`config.mk`:
```
export PLATFORM = sky130hd
export DESIGN_NAME = cell_distributor
export DESIGN_NICKNAME = d
export VERILOG_FILES = /design/src/rtl/cd_pkg.sv /design/src/rtl/cd_route_pick.sv /design/src/rtl/cd_group_rec.sv /design/src/rtl/cell_distributor.sv
export SDC_FILE = /design/constraint.sdc
export NUM_CORES = 1
export LEC_CHECK = 0
export ABC_AREA = 1
export ABC_CLOCK_PERIOD_IN_PS = 11900
export BUFFER_PORTS_ARGS = -buffer_cell sky130_fd_sc_hd__buf_2
export CORE_UTILIZATION = 35
export CTS_BUF_LIST = sky130_fd_sc_hd__clkbuf_8 sky130_fd_sc_hd__clkbuf_16
export DETAILED_ROUTE_END_ITERATION = 16
export PLACE_DENSITY = 0.46
export SETUP_SLACK_MARGIN = 0.3
export SYNTH_ARGS = -nofsm -noshare
export SYNTH_HDL_FRONTEND = slang
export SYNTH_SLANG_ARGS = --single-unit
```
`constraint.sdc`:
```
create_clock -name clk -period 11.9 [get_ports clk]
set_input_delay 2.38 -clock clk [delete_from_list [all_inputs] [get_ports clk]]
set_output_delay 2.38 -clock clk [all_outputs]
set_load 0.005 [all_outputs]
```
`src/rtl/cd_pkg.sv`:
```
package cd_pkg;

   // Width of an index able to address v items, never below one bit.
   function automatic int unsigned cd_idx_bits(input int unsigned v);
      return (v <= 1) ? 1 : $clog2(v);
   endfunction

   // True when v is a power of two and at least two.
   function automatic bit cd_is_pow2(input int unsigned v);
      return (v >= 2) && ((v & (v - 1)) == 0);
   endfunction

endpackage

```
`src/rtl/cd_route_pick.sv`:
```
module cd_route_pick
   import cd_pkg::*;
#(
   parameter int unsigned N_ROUTES = 4,
   parameter int unsigned CNT_W    = 8,
   localparam int unsigned ROUTE_W = cd_idx_bits(N_ROUTES)
) (
   input  logic [N_ROUTES-1:0][CNT_W-1:0] cnt_i,
   input  logic [ROUTE_W-1:0]             ptr_i,
   output logic [ROUTE_W-1:0]             pick_o
);

   logic [ROUTE_W-1:0] best_idx;
   logic [CNT_W-1:0]   best_cnt;
   logic [ROUTE_W-1:0] scan_idx;

   // Scan routes in rotated order from the pointer; strict compare keeps
   // the earliest candidate on a tie.
   always_comb begin
      best_idx = ptr_i;
      best_cnt = cnt_i[ptr_i];
      scan_idx = ptr_i;
      for (int unsigned k = 1; k < N_ROUTES; k++) begin
         scan_idx = ptr_i + ROUTE_W'(k);
         if (cnt_i[scan_idx] < best_cnt) begin
            best_idx = scan_idx;
            best_cnt = cnt_i[scan_idx];
         end
      end
   end

   assign pick_o = best_idx;

   // The pick is never worse than the pointer's own candidate.
   always_comb begin
      AST_PICK_MIN: assert (cnt_i[pick_o] <= cnt_i[ptr_i]);
   end

endmodule

```
`src/rtl/cd_group_rec.sv`:
```
module cd_group_rec
   import cd_pkg::*;
#(
   parameter int unsigned N_ROUTES = 4,
   parameter int unsigned CNT_W    = 8,
   localparam int unsigned ROUTE_W = cd_idx_bits(N_ROUTES)
) (
   input  logic                           clk,
   input  logic                           rst_n,
   input  logic                           upd_i,
   input  logic [ROUTE_W-1:0]             sel_i,
   output logic [N_ROUTES-1:0][CNT_W-1:0] cnt_o,
   output logic [ROUTE_W-1:0]             ptr_o
);

   localparam logic [CNT_W-1:0] CNT_TOP = {CNT_W{1'b1}};

   logic [N_ROUTES-1:0][CNT_W-1:0] cnt_q;
   logic [N_ROUTES-1:0][CNT_W-1:0] cnt_nxt;
   logic [ROUTE_W-1:0]             ptr_q;
   logic [CNT_W-1:0]               bumped;
   logic                           window_end;

   assign bumped     = cnt_q[sel_i] + 1'b1;
   assign window_end = (bumped == CNT_TOP);

   always_comb begin
      for (int unsigned r = 0; r < N_ROUTES; r++) begin
         cnt_nxt[r] = (ROUTE_W'(r) == sel_i) ? bumped : cnt_q[r];
         if (window_end) begin
            cnt_nxt[r] = cnt_nxt[r] >> 1;
         end
      end
   end

   always_ff @(posedge clk) begin
      if (!rst_n) begin
         cnt_q <= '0;
         ptr_q <= '0;
      end else if (upd_i) begin
         cnt_q <= cnt_nxt;
         ptr_q <= sel_i + 1'b1;
      end
   end

   assign cnt_o = cnt_q;
   assign ptr_o = ptr_q;

   for (genvar r = 0; r < N_ROUTES; r++) begin : g_chk
      AST_NO_OVERFLOW: assert property (@(posedge clk) disable iff (!rst_n)
         cnt_q[r] != CNT_TOP);
      AST_IDLE_HOLD: assert property (@(posedge clk) disable iff (!rst_n)
         !upd_i |=> $stable(cnt_q[r]));
      AST_BALANCE: assert property (@(posedge clk) disable iff (!rst_n)
         ((CNT_W+1)'(cnt_q[r]) <= (CNT_W+1)'(cnt_q[0]) + 1'b1) &&
         ((CNT_W+1)'(cnt_q[0]) <= (CNT_W+1)'(cnt_q[r]) + 1'b1));
   end

endmodule

```
`src/rtl/cell_distributor.sv`:
```
module cell_distributor
   import cd_pkg::*;
#(
   parameter int unsigned N_ROUTES = 4,
   parameter int unsigned N_GROUPS = 4,
   parameter int unsigned CNT_W    = 8,
   parameter int unsigned ROUTE_W  = cd_idx_bits(N_ROUTES),
   parameter int unsigned GROUP_W  = cd_idx_bits(N_GROUPS),
   parameter int unsigned DEST_W   = ROUTE_W + GROUP_W
) (
   input  logic               clk,
   input  logic               rst_n,
   input  logic               cell_valid,
   input  logic [DEST_W-1:0]  cell_dest,
   output logic               route_valid,
   output logic [ROUTE_W-1:0] route_sel
);

   // Elaboration-time parameter checks.
   if (!cd_is_pow2(N_ROUTES)) begin : g_bad_routes
      $error("cell_distributor: N_ROUTES must be a power of two, at least 2");
   end
   if (!cd_is_pow2(N_GROUPS)) begin : g_bad_groups
      $error("cell_distributor: N_GROUPS must be a power of two, at least 2");
   end
   if (CNT_W < 2) begin : g_bad_cnt
      $error("cell_distributor: CNT_W must be at least 2");
   end
   if (DEST_W != ROUTE_W + GROUP_W) begin : g_bad_dest
      $error("cell_distributor: DEST_W must equal ROUTE_W + GROUP_W");
   end

   logic [GROUP_W-1:0]                             grp_idx;
   logic [N_GROUPS-1:0]                            grp_upd;
   logic [N_GROUPS-1:0][N_ROUTES-1:0][CNT_W-1:0]   all_cnt;
   logic [N_GROUPS-1:0][ROUTE_W-1:0]               all_ptr;
   logic [N_ROUTES-1:0][CNT_W-1:0]                 cur_cnt;
   logic [ROUTE_W-1:0]                             cur_ptr;
   logic [ROUTE_W-1:0]                             pick;

   // Third-stage group is the address divided by the per-switch port count.
   assign grp_idx = cell_dest[DEST_W-1:ROUTE_W];

   for (genvar g = 0; g < N_GROUPS; g++) begin : g_grp
      assign grp_upd[g] = cell_valid && (grp_idx == GROUP_W'(g));

      cd_group_rec #(
         .N_ROUTES (N_ROUTES),
         .CNT_W    (CNT_W)
      ) i_rec (
         .clk   (clk),
         .rst_n (rst_n),
         .upd_i (grp_upd[g]),
         .sel_i (pick),
         .cnt_o (all_cnt[g]),
         .ptr_o (all_ptr[g])
      );
   end

   assign cur_cnt = all_cnt[grp_idx];
   assign cur_ptr = all_ptr[grp_idx];

   cd_route_pick #(
      .N_ROUTES (N_ROUTES),
      .CNT_W    (CNT_W)
   ) i_pick (
      .cnt_i  (cur_cnt),
      .ptr_i  (cur_ptr),
      .pick_o (pick)
   );

   always_ff @(posedge clk) begin
      if (!rst_n) begin
         route_valid <= 1'b0;
         route_sel   <= '0;
      end else begin
         route_valid <= cell_valid;
         if (cell_valid) begin
            route_sel <= pick;
         end
      end
   end

   AST_ONE_GROUP: assert property (@(posedge clk) disable iff (!rst_n)
      $onehot0(grp_upd));
   AST_LATENCY_UP: assert property (@(posedge clk) disable iff (!rst_n)
      cell_valid |=> route_valid);
   AST_LATENCY_DN: assert property (@(posedge clk) disable iff (!rst_n)
      !cell_valid |=> !route_valid);
   AST_SEL_HOLD: assert property (@(posedge clk) disable iff (!rst_n)
      !cell_valid |=> $stable(route_sel));

endmodule

```
==> insert_results.sql <==
INSERT INTO impl_metrics (metric_group, metric, value, unit) VALUES
('global_route', 'first_global_vias', '13400', ''),
('setup_path', 'worst_path_largest_cell_delay', '910', 'ps'),
('placement', 'io_buffer_count', '7', ''),
('die', 'rows', '69', ''),
('drt', 'total_detailed_routing_wirelength', '52.5', 'mm'),
('yosys', 'synthesis.yosys.warnings', '0', ''),
('layout', 'final_net_count', '2255', ''),
('clock_tree', 'clock_edge_transition_at_the_registers_on_the_reported_setup_and_hold_paths', '70', 'ps'),
('setup_path', 'timing.critical_path.to_type', 'flip-flop', ''),
('clock_tree', 'cts_num_sinks', '139', ''),
('run', 'cap_violations', '0', ''),
('yosys', 'synthFlopType', 'sky130_fd_sc_hd__dfxtp_1', ''),
('placement', 'place.gp.congestion', '0.934', ''),
('die', 'ioPinCount', '10', ''),
('yosys', 'number_of_enable_type_register_cells_in_the_synthesized_netlist', '0', ''),
('setup_path', 'path_common_cell', 'sky130_fd_sc_hd__o21ai_0', ''),
('clock_tree', 'cts.htree.levels', '4', ''),
('yosys', 'synthCells', '2304', ''),
('setup_path', 'worstPathArrival', '11080', 'ps'),
('setup_path', 'setup.worst_path.class', 'input pin to flip-flop', ''),
('die', 'start_util', '35.9', '%'),
('layout', 'area_used_by_multi_input_combinational_logic', '8520', 'µm²'),
('yosys', 'synthDistinctLibCells', '39', ''),
('layout', 'post_route_cells_drive_above_1_share', '7.05', '%'),
('clock_tree', 'cts_max_path_buffers', '2', ''),
('timing', 'fin_crit_sh', '90.4', '%'),
('setup_path', 'dominant_delay_contributor_by_cell_family_on_the_critical_path', 'compound AO/OA/AOI/OAI gates', ''),
('timing', 'finalSetupViolCount', '0', ''),
('layout', 'share_of_the_core_filled_with_cells_in_the_final_layout', '38.1', '%'),
('layout', 'register_area', '2780', 'µm²'),
('layout', 'num_antenna_cells', '0', ''),
('clock_tree', 'tritoncts', 'yes', ''),
('yosys', 'netlist_area_before_placement', '12900', 'µm²'),
('global_route', 'grt_max_degree', '63', ''),
('setup_path', 'start_kind', 'input pin', ''),
('yosys', 'ys_seq_area_share', '21.6', '%'),
('clock_tree', 'cts_buffers', '17', ''),
('die', 'core_area', '35900', 'µm²'),
('layout', 'layout.cells.most_common', 'sky130_fd_sc_hd__nand2_1', ''),
('placement', 'dp_hpwl', '36.6', 'mm'),
('timing', 'slew_headroom', '18.2', '%'),
('layout', 'layout_common_cells', 'sky130_fd_sc_hd__nand2_1, sky130_fd_sc_hd__nand3_1, sky130_fd_sc_hd__inv_1', ''),
('global_route', 'first_pass_grt_wire_length', '80.6', 'mm'),
('drt', 'drc', '0', ''),
('setup_path', 'path_buf_inv', '7', ''),
('die', 'die_width', '194', 'µm'),
('drt', 'detail_route.vias_per_cell', '5.52', ''),
('timing', 'final.min_clock_period', '10760', 'ps'),
('layout', 'layout.filler_cells', '4052', ''),
('setup_path', 'critical_path_peak_fanout', '30', ''),
('yosys', 'synth_fp_nets', '2344', ''),
('drt', 'drt_first_pass_iters', '5', ''),
('layout', 'synthToLayoutAreaGrowth', '6.33', '%'),
('clock_tree', 'clk-insertion-delay-late', '470', 'ps'),
('timing', 'finalWorstSetupSlack', '1140', 'ps'),
('drt', 'routed_wire_length_per_instance', '19.5', 'µm'),
('global_route', 'antenna_found_initial', '1', ''),
('setup_path', 'worst-endpoint-required', '12220', 'ps'),
('timing', 'finalMaxSlewViolations', '0', ''),
('global_route', 'grt_overflow', '0', ''),
('worst_hold_path', 'hp-class', 'flip-flop to flip-flop', ''),
('yosys', 'average_cell_area_after_synthesis', '5.59', 'µm²'),
('drt', 'drt.antenna.violating_nets', '0', ''),
('run_status', 'run_status', 'finished, final reports clean', ''),
('setup_path', 'critPathSlowestCell', 'sky130_fd_sc_hd__clkinv_1', ''),
('die', 'die_outline_area', '37600', 'µm²'),
('drt', 'initialDrtViolationCount', '1513', ''),
('drt', 'routed-via-count', '14800', ''),
('yosys', 'synth_seq_cells', '139', ''),
('placement', 'dp_slack', '85.1', 'ps'),
('global_route', 'globalRouteTotalUtil', '27.9', '%'),
('timing', 'fmaxAchievable', '93.0', 'MHz'),
('die', 'chipHeight', '194', 'µm'),
('yosys', 'asyncSetResetFlopFracSynth', '0', '%'),
('clock_tree', 'cts.root.buffer_cell', 'sky130_fd_sc_hd__clkbuf_16', ''),
('timing', 'unrepaired_setup_endpoints_after_global_routing', 'false', ''),
('timing', 'finalClockSkew', '19.1', 'ps'),
('timing', 'setup_tns', '0', 'ps'),
('timing', 'worstMarginPinSlew', '1220', 'ps'),
('timing', 'report.final.hold_viol_count', '0', '');
==> cells by family after synthesis <==
logic type	after synthesis	share of synthesized area, %
xor+xnor	1	0.0680
buf+inv	380	12.7
simple gates	1396	47.1
compound gates	355	15.3
flops	139	21.6
fa+ha+maj	33	3.20
==> timing repair <==
action | 4_1_cts | 5_1_grt
gates resized for setup | 0 | 8
endpoints found under the setup margin | 0 | 128
setup buffers | 0 | 0
hold buffers | 0 | 0
==> through the flow <==
| step | hold slack (ps) | instance area (µm²) | instances |
|---|---|---|---|
| 6_report | 465 | 13700 | 2689 |
| 5_1_grt | 489 | 13700 | 2689 |
| 4_1_cts | 468 | 13700 | 2689 |
| 3_5_place_dp | 457 | 13100 | 2657 |
| 3_3_place_gp | 454 | 13100 | 2657 |
| 2_1_floorplan | 445 | 12900 | 2304 |
==> flip-flops by register name (all words and copies together), names as in the netlist <==
register           count
g_grp.i_rec.cnt_o    128
g_grp.i_rec.ptr_o      8
route_valid            1
route_sel              2
==> tightest hold or removal path, cell delays in order (launching register included) <==
cell and delay, ps:
sky130_fd_sc_hd__dfxtp_1 310, sky130_fd_sc_hd__nand2_1 60, sky130_fd_sc_hd__a21oi_1 60
==> per-layer routing <==
| metal | track usage [%] | wire length (µm) | up-vias |
|---|---|---|---|
| met2 | 43.9 | 23200 | 496 |
| li1 | - | - | 7331 |
| met1 | 38.3 | 24400 | 6927 |
| met4 | 11.1 | 1630 | 2 |
| met3 | 4.04 | 3270 | 81 |
| met5 | 0 | 13 | - |
==> final cells by class <==
class / count / share of cell area, %
clock buffer: 21 / 3.51
clock inverter: 11 / 0.868
inverter: 225 / 6.19
multi-input combinational: 1785 / 62.2
sequential: 139 / 20.3
tap: 461 / 4.21
timing repair buffer: 47 / 2.72
==> worst paths after layout <==
path / from / to / slack (ps) / cells past startpoint
min reg2reg: g_grp[2].i_rec.cnt_o[13] / g_grp[2].i_rec.cnt_o[13] / 470 / 2
min: g_grp[2].i_rec.cnt_o[13] / g_grp[2].i_rec.cnt_o[13] / 470 / 2
max reg2reg: g_grp[2].i_rec.cnt_o[22] / g_grp[3].i_rec.cnt_o[10] / 3530 / 35
max: cell_dest[3] / g_grp[3].i_rec.cnt_o[10] / 1140 / 38
==> synth_stat cells, types with 19 or more instances <==
cell	count	area, µm²
sky130_fd_sc_hd__nor2_1	103	387
sky130_fd_sc_hd__a21oi_1	115	576
sky130_fd_sc_hd__ha_1	33	413
sky130_fd_sc_hd__o21ai_0	155	776
sky130_fd_sc_hd__dfxtp_1	139	2780
sky130_fd_sc_hd__clkbuf_1	80	300
sky130_fd_sc_hd__nand2_1	812	3050
sky130_fd_sc_hd__nand3_1	393	1970
sky130_fd_sc_hd__inv_1	208	781
sky130_fd_sc_hd__buf_4	19	143
sky130_fd_sc_hd__buf_2	34	170
sky130_fd_sc_hd__nand2_2	24	150
Power is left out: the tool's default activity adds up to more than one toggle a clock period on the data nets, which glitch-free logic cannot reach.
